### src/rtl/burst_wrap_pkg.sv
package burst_wrap_pkg;
  localparam int ADDR_W       = 24;
  localparam int NUM_LEN      = 4;
  localparam int MIN_LEN_LOG2 = 3;
  localparam int SEL_W        = $clog2(NUM_LEN);
  localparam int CFG_W        = SEL_W + 1;
  localparam int MAX_LEN_LOG2 = MIN_LEN_LOG2 + NUM_LEN - 1;
  localparam logic [CFG_W-1:0] CFG_RST = '1;

  typedef logic [ADDR_W-1:0] addr_t;
  typedef logic [CFG_W-1:0]  cfg_t;

  // Low-bit mask of the window selected by sel (window length minus one).
  function automatic addr_t wrap_mask(input logic [SEL_W-1:0] sel);
    addr_t m;
    m = '0;
    for (int i = 0; i < MAX_LEN_LOG2; i++) begin
      if (i < MIN_LEN_LOG2 + int'(sel)) m[i] = 1'b1;
    end
    return m;
  endfunction

  // Setting bit 0 low means wrapping is on.
  function automatic logic wrap_on(input cfg_t c);
    return ~c[0];
  endfunction

  function automatic logic [SEL_W-1:0] len_sel(input cfg_t c);
    return c[CFG_W-1:1];
  endfunction
endpackage

### src/rtl/wrap_cfg_reg.sv
module wrap_cfg_reg
  import burst_wrap_pkg::*;
(
  input  logic clk,
  input  logic rst_n,
  input  logic cfg_we,
  input  cfg_t cfg_wrap,
  output cfg_t cfg_q
);
  always_ff @(posedge clk or negedge rst_n) begin
    if (!rst_n)      cfg_q <= CFG_RST;
    else if (cfg_we) cfg_q <= cfg_wrap;
  end
endmodule

### src/rtl/wrap_next_addr.sv
module wrap_next_addr
  import burst_wrap_pkg::*;
(
  input  addr_t addr,
  input  cfg_t  mode,
  output addr_t next_addr,
  output logic  at_win_end
);
  addr_t cand [NUM_LEN];
  logic  endv [NUM_LEN];
  addr_t lin_next;

  assign lin_next = addr + ADDR_W'(1);

  // One candidate per window length; the carry out of the window is dropped.
  for (genvar g = 0; g < NUM_LEN; g++) begin : g_len
    localparam int LG = MIN_LEN_LOG2 + g;
    logic [LG-1:0] low_inc;
    assign low_inc = addr[LG-1:0] + LG'(1);
    assign cand[g] = {addr[ADDR_W-1:LG], low_inc};
    assign endv[g] = &addr[LG-1:0];
  end

  always_comb begin
    if (wrap_on(mode)) begin
      next_addr  = cand[len_sel(mode)];
      at_win_end = endv[len_sel(mode)];
    end else begin
      next_addr  = lin_next;
      at_win_end = 1'b0;
    end
  end
endmodule

### src/rtl/wrap_addr_ctrl.sv
module wrap_addr_ctrl
  import burst_wrap_pkg::*;
(
  input  logic  clk,
  input  logic  rst_n,
  input  logic  cs_n,
  input  logic  start_valid,
  input  addr_t start_addr,
  input  logic  byte_advance,
  input  cfg_t  cfg_q,
  input  addr_t next_addr,
  output addr_t cur_addr,
  output cfg_t  mode_q,
  output logic  rd_active,
  output logic  load_evt,
  output logic  step_evt
);
  assign load_evt = ~cs_n & start_valid;
  assign step_evt = ~cs_n & ~start_valid & byte_advance & rd_active;

  always_ff @(posedge clk or negedge rst_n) begin
    if (!rst_n) begin
      cur_addr  <= '0;
      mode_q    <= CFG_RST;
      rd_active <= 1'b0;
    end else if (cs_n) begin
      rd_active <= 1'b0;
    end else if (load_evt) begin
      cur_addr  <= start_addr;
      mode_q    <= cfg_q;
      rd_active <= 1'b1;
    end else if (step_evt) begin
      cur_addr  <= next_addr;
    end
  end
endmodule

### src/rtl/burst_wrap_seq.sv
module burst_wrap_seq
  import burst_wrap_pkg::*;
(
  input  logic              clk,
  input  logic              rst_n,
  input  logic              cs_n,
  input  logic              start_valid,
  input  logic [ADDR_W-1:0] start_addr,
  input  logic              byte_advance,
  input  logic              cfg_we,
  input  logic [CFG_W-1:0]  cfg_wrap,
  output logic [ADDR_W-1:0] cur_addr
);
  cfg_t  cfg_q;
  cfg_t  mode_q;
  addr_t next_addr;
  logic  at_win_end;
  logic  rd_active;
  logic  load_evt;
  logic  step_evt;
  logic  wrap_evt;

  wrap_cfg_reg u_cfg (
    .clk(clk), .rst_n(rst_n), .cfg_we(cfg_we), .cfg_wrap(cfg_wrap), .cfg_q(cfg_q)
  );

  wrap_next_addr u_next (
    .addr(cur_addr), .mode(mode_q), .next_addr(next_addr), .at_win_end(at_win_end)
  );

  wrap_addr_ctrl u_ctrl (
    .clk(clk), .rst_n(rst_n), .cs_n(cs_n), .start_valid(start_valid),
    .start_addr(start_addr), .byte_advance(byte_advance), .cfg_q(cfg_q),
    .next_addr(next_addr), .cur_addr(cur_addr), .mode_q(mode_q),
    .rd_active(rd_active), .load_evt(load_evt), .step_evt(step_evt)
  );

  // Named event for the checker: an advance taken from a window's last byte.
  assign wrap_evt = step_evt & at_win_end;
endmodule

### config.mk
export PLATFORM = sky130hd
export DESIGN_NAME = burst_wrap_seq
export DESIGN_NICKNAME = d
export VERILOG_FILES = /design/src/rtl/burst_wrap_pkg.sv /design/src/rtl/wrap_cfg_reg.sv /design/src/rtl/wrap_next_addr.sv /design/src/rtl/wrap_addr_ctrl.sv /design/src/rtl/burst_wrap_seq.sv
export SDC_FILE = /design/constraint.sdc
export NUM_CORES = 1
export LEC_CHECK = 0
export ABC_CLOCK_PERIOD_IN_PS = 3900
export BUFFER_PORTS_ARGS = -buffer_cell sky130_fd_sc_hd__buf_2
export CAP_MARGIN = 20
export CORE_ASPECT_RATIO = 1.4
export CORE_UTILIZATION = 33
export CTS_BUF_LIST = sky130_fd_sc_hd__clkbuf_4 sky130_fd_sc_hd__clkbuf_8 sky130_fd_sc_hd__clkbuf_16
export DETAILED_ROUTE_END_ITERATION = 16
export PLACE_DENSITY = 0.53
export SETUP_SLACK_MARGIN = 0.05
export SLEW_MARGIN = 40
export SYNTH_ARGS = -nofsm -noshare
export SYNTH_HDL_FRONTEND = slang
export SYNTH_SLANG_ARGS = --single-unit
### constraint.sdc
create_clock -name clk -period 3.9 [get_ports clk]
set_clock_uncertainty 0.2 [all_clocks]
set_input_delay 0.39 -clock clk [delete_from_list [all_inputs] [get_ports clk]]
set_output_delay 0.39 -clock clk [all_outputs]
set_load 0.05 [all_outputs]
# --- Word-level counts from Yosys, hierarchy flattened ---
# Index checks and enable logic that the tools add are counted.
op_classes:
  n_reduce_logical: 4
  n_mux: 8
  n_addsub: 5
  magnitude_cmp: 1
  bitwise_logic: 7
op_table:
  columns: ["cell", "n"]
  rows:
  - ["$mux W24", 5]
  - ["$bmux W24 S2", 1]
  - ["$add A24 B1 Y24 const B", 1]
  - ["$add A6 B1 Y6 const B", 1]
  - ["$add A5 B1 Y5 const B", 1]
  - ["$add A4 B1 Y4 const B", 1]
  - ["$and A1 B1 Y1", 4]
  - ["$reduce_and A2 Y1", 2]
  - ["$reduce_bool A2 Y1", 2]
  - ["$add A3 B1 Y3 const B", 1]
  - ["$ge A3 B3 Y1 const B", 1]
  - ["$not A2 Y3", 1]
  - ["$mux W1", 2]
  - ["$not A1 Y1", 2]
word_totals:
  output_inout_bits: 24
  register_bits: 31
  wordCells: 29
  inputBits: 33

# --- Depth between registers and ports, before layout ---
logic_depth:
  ltp_word: 7
  mapped_depth: 8
  mapped_depth_nobuf: 6

# --- Cells and area by module ---
# A second synthesis with hierarchy kept.
hier_totals:
  hier_cells: 173
  area_unflattened_um2: 2153.3
modules_own_cells:
  columns: ["mod", "cells_each", "seq_area_each_um2", "area_per_inst_um2", "n_inst"]
  rows:
  - ["wrap_addr_ctrl", 91, 704.4, 1496.4, 1]
  - ["wrap_next_addr", 76, 0.0, 544.3, 1]
  - ["wrap_cfg_reg", 6, 78.8, 112.6, 1]

# --- Worst setup path after synthesis ---
# No wires, ideal clock.
synth_path:
  path_kind: "register to register"
  start: "register u_ctrl.cur_addr[0]"
  end: "register u_ctrl.cur_addr[14]"
  path_buffers: 0
  period_less_slack_ns: 2.740
  stages_incl_launch_ff: 7
  setup_slack_ns: 1.160
  t_arrival_ns: 2.414
  path_cell_list: "dfrtp_1 > ha_1 > nand2_1 > or4_4 > or3_1 > a21o_1 > a221o_1"
synth_between:
  elab_chain_len: 4
synth_lines:
  columns: ["item", "line_no", "source"]
  rows:
  - ["start, declared", "wrap_addr_ctrl.sv:12", "output addr_t cur_addr,"]
  - ["start signal, assigned", "wrap_addr_ctrl.sv:29", "cur_addr <= start_addr;"]
  - ["start signal, assigned", "wrap_addr_ctrl.sv:33", "cur_addr <= next_addr;"]
  - ["$add A24 B1 Y24", "wrap_next_addr.sv:13", "assign lin_next = addr + ADDR_W'(1);"]
  - ["$mux W24", "wrap_next_addr.sv:25", "if (wrap_on(mode)) begin"]
  - ["$mux W24", "wrap_addr_ctrl.sv:32", "end else if (step_evt) begin"]
  - ["$mux W24", "wrap_addr_ctrl.sv:28", "end else if (load_evt) begin"]
# Every way passes these cells. The select of a mux whose other input is x is not followed.
# A chain may end at the register's enable or synchronous reset.

# --- Worst setup path in the final report ---
# Same ends and word-level chain as after synthesis.

==> flow_summary.yaml <==
cells_and_area:
  nets: 311
  mostFrequentLayoutCells: "55 x buf_2, 40 x nand2_1, 25 x dfrtp_1"
  drive_above_1_share: 0.302
  n_antenna_cell: 0
  layout_commonest_cell: "buf_2"
  area_growth_pct: 25.1
  fin_area_mm2: 0.00232
synthesis:
  ys_seq_area_frac: 0.422
  yosysTopAreaCell: "dfrtp_1"
  synth_nets: 257
  syn-instance-count: 223
  dominantRegCellSynth: "dfrtp_1"
  synth_warnings: 0
  synth_edf_count: 0
  ys_seq_elements: 31
  netlist.area_leader.share: 0.337
  synth_area_per_cell_um2: 8.33
  yosys-top-cells-area: "dfrtp_1 34%, dfstp_2 8.5%, nand2_1 8.1%"
  ys_types: 42
  netlist_area_mm2: 0.00186
  synthArstFlopShare: 1.00
detailed_routing:
  ant_nets: 0
  first_pass_iters: 4
  drt_iter0_drc: 53
  drc: 0
  detailroute.via_count: 1870
  post_drt_wl_per_cell_um: 16.3
  viasPerCell: 5.44
  wl_um: 5620
setup_path:
  cp-end-kind: "flop"
  critPathMaxStageDelay_ns: 0.58
  critPathSlowestCell: "or4_4"
  worstPathRequired_ns: 3.88
  path_cells: "ha_1, nand2_1, or4_4, or3_1, a21o_1, a221o_1"
  crit_type: "reg2reg"
  worstSetupStartpointType: "flop"
  arrival_ns: 2.49
  critPathBufInv: 0
  critical-path-top-delay-family: "simple AND/OR/NAND/NOR gates"
  critPathMaxFanout: 6
sta:
  whs_ns: 0.100
  fmax_mhz: 397
  slew_violations: 0
  hold_violations: 0
  worst_pin_slew_ns: 0.742
  min_period_over_period: 0.645
  setup_viol: 0
  period_minus_slack_ns: 2.52
  rsz0062_at_grt: "false"
  relSlewSlack: 0.503
  tns_ns: 0
run_status:
  status: "completed"
clocking:
  clock-sinks: 31
  clk_pin_slew_ns: 0.08
  cts_resized: 0
  clk_latency_ns: 0.28
  cts_tree: "yes"
  clk_path_buf_depth: 2
  cts_setup_buffers: 0
  cts_made_buffers: 5
  cts_root_buf: "clkbuf_8"
  htreeDepth: 2
placed_design:
  place_congestion: 0.829
  place_hpwl_um: 4060
  port_buffers: 56
  placed_area_mm2: 0.00219
power:
  power_mw: 1.25
  power_density_mw_per_mm2: 537
  p_leak_nw: 1.01
  max-vdd-ir-drop_uv: 334
global_route:
  overflow: 0
  grt_pass1_vias: 1807
  grt_pass1_wl_um: 9230
  antenna_found_initial: 0
  gr-usage-all-layers: 0.205
  grt_max_degree: 32
die:
  initial_utilization: 0.352
  core_area_mm2: 0.00528
  io-pin-count: 57
  die_h_um: 90.8
  die_x_um: 65.4
  row_count: 31
  fp.dieArea_mm2: 0.00593
hold_path:
  hp-class: "in2reg"
run:
  drv_cap: 0
-- worst register-to-register path: stages, from the launching register on --
cell and delay (ns):
dfrtp_1 0.40, ha_1 0.23, nand2_1 0.19, or4_4 0.58
or3_1 0.35, a21o_1 0.19, a221o_1 0.28
-- path summary, 6_finish.rpt --
check / depth (start not counted) / from / slack (ns) / to
worst max register to register: 6 / u_ctrl.cur_addr[0] / 1.38 / u_ctrl.cur_addr[14]
worst min register to register: 2 / u_cfg.cfg_q[1] / 0.26 / u_ctrl.mode_q[1]
worst min-delay path: 3 / start_addr[12] / 0.10 / u_ctrl.cur_addr[12]
worst max-delay path: 6 / u_ctrl.cur_addr[0] / 1.38 / u_ctrl.cur_addr[14]
min in group asynchronous: 2 / rst_n / 0.38 / u_ctrl.cur_addr[17]
max in group asynchronous: 2 / rst_n / 2.79 / u_ctrl.mode_q[2]
-- routing by layer --
metal,global-route usage,wire (µm),part of all wire,vias to the layer above
met5,0,0,0,-
met4,0.0598,63,0.011,0
met3,0.0442,275,0.049,6
met2,0.342,2890,0.51,55
met1,0.259,2390,0.43,877
li1,-,-,-,932
-- area by class of cell --
| cell class | instances | area, µm² |
|---|---|---|
| Sequential cell | 31 | 783 |
| Clock inverter | 2 | 35.0 |
| Tap cell | 66 | 82.6 |
| Timing Repair Buffer | 59 | 308 |
| Multi-Input combinational cell | 175 | 1010 |
| Inverter | 5 | 18.8 |
| Fill cell | 577 | 2950 |
| Clock buffer | 6 | 82.6 |
-- flip-flops by register name, indices dropped and copies added (netlist names) --
signal,count
u_ctrl.mode_q,3
u_ctrl.cur_addr,24
u_ctrl.rd_active,1
u_cfg.cfg_q,3
-- Yosys cell counts (2+ instances only) --
library cell / number
mux2i_1: 2
clkbuf_1: 9
a22oi_1: 4
a21o_1: 2
nand3_1: 7
a221o_1: 6
dfrtp_1: 25
nor3_1: 9
or4_1: 2
a31oi_1: 7
or2_2: 4
nor4_1: 6
a21oi_1: 16
inv_1: 5
nand4_1: 3
and3_1: 6
o31ai_1: 2
nand2_1: 40
o21ai_0: 14
dfstp_2: 6
mux2_2: 3
o22ai_1: 2
nor2_1: 18
nor2b_1: 2
a211o_1: 2
a32oi_1: 2
or3_1: 3
buf_1: 2
-- where the power goes --
group | switching [mW] | total (mW) | internal (mW)
sequential | 0.0898 | 0.476 | 0.386
combinational | 0.316 | 0.435 | 0.118
clock | 0.130 | 0.337 | 0.207
total | 0.537 | 1.25 | 0.711
-- stage by stage --
stage          setup slack (ns)  cells  utilization
2_1_floorplan              1.16    223            -
3_3_place_gp               1.44    335        0.415
3_5_place_dp               1.39    335        0.416
4_1_cts                    1.38    344        0.440
5_1_grt                    1.20    344        0.440
6_report                   1.38    344        0.440
-- cell families (layout without fill, tap and decap cells) --
group | count (synthesis) | count (layout) | synth area share
and+or+nand+nor | 107 | 107 | 0.290
muxes | 5 | 5 | 0.0290
adders and majority gates | 1 | 1 | 0.00674
DFF | 31 | 31 | 0.422
AOI/OAI and AO/OA | 62 | 62 | 0.218
buffers and inverters | 17 | 72 | 0.0350
-- repair_timing --
action	in CTS	in global routing
endpoints found under the setup margin	0	0
hold endpoints to repair	20	0
hold buffers	1	0
Power figures use the tool's default switching activity.
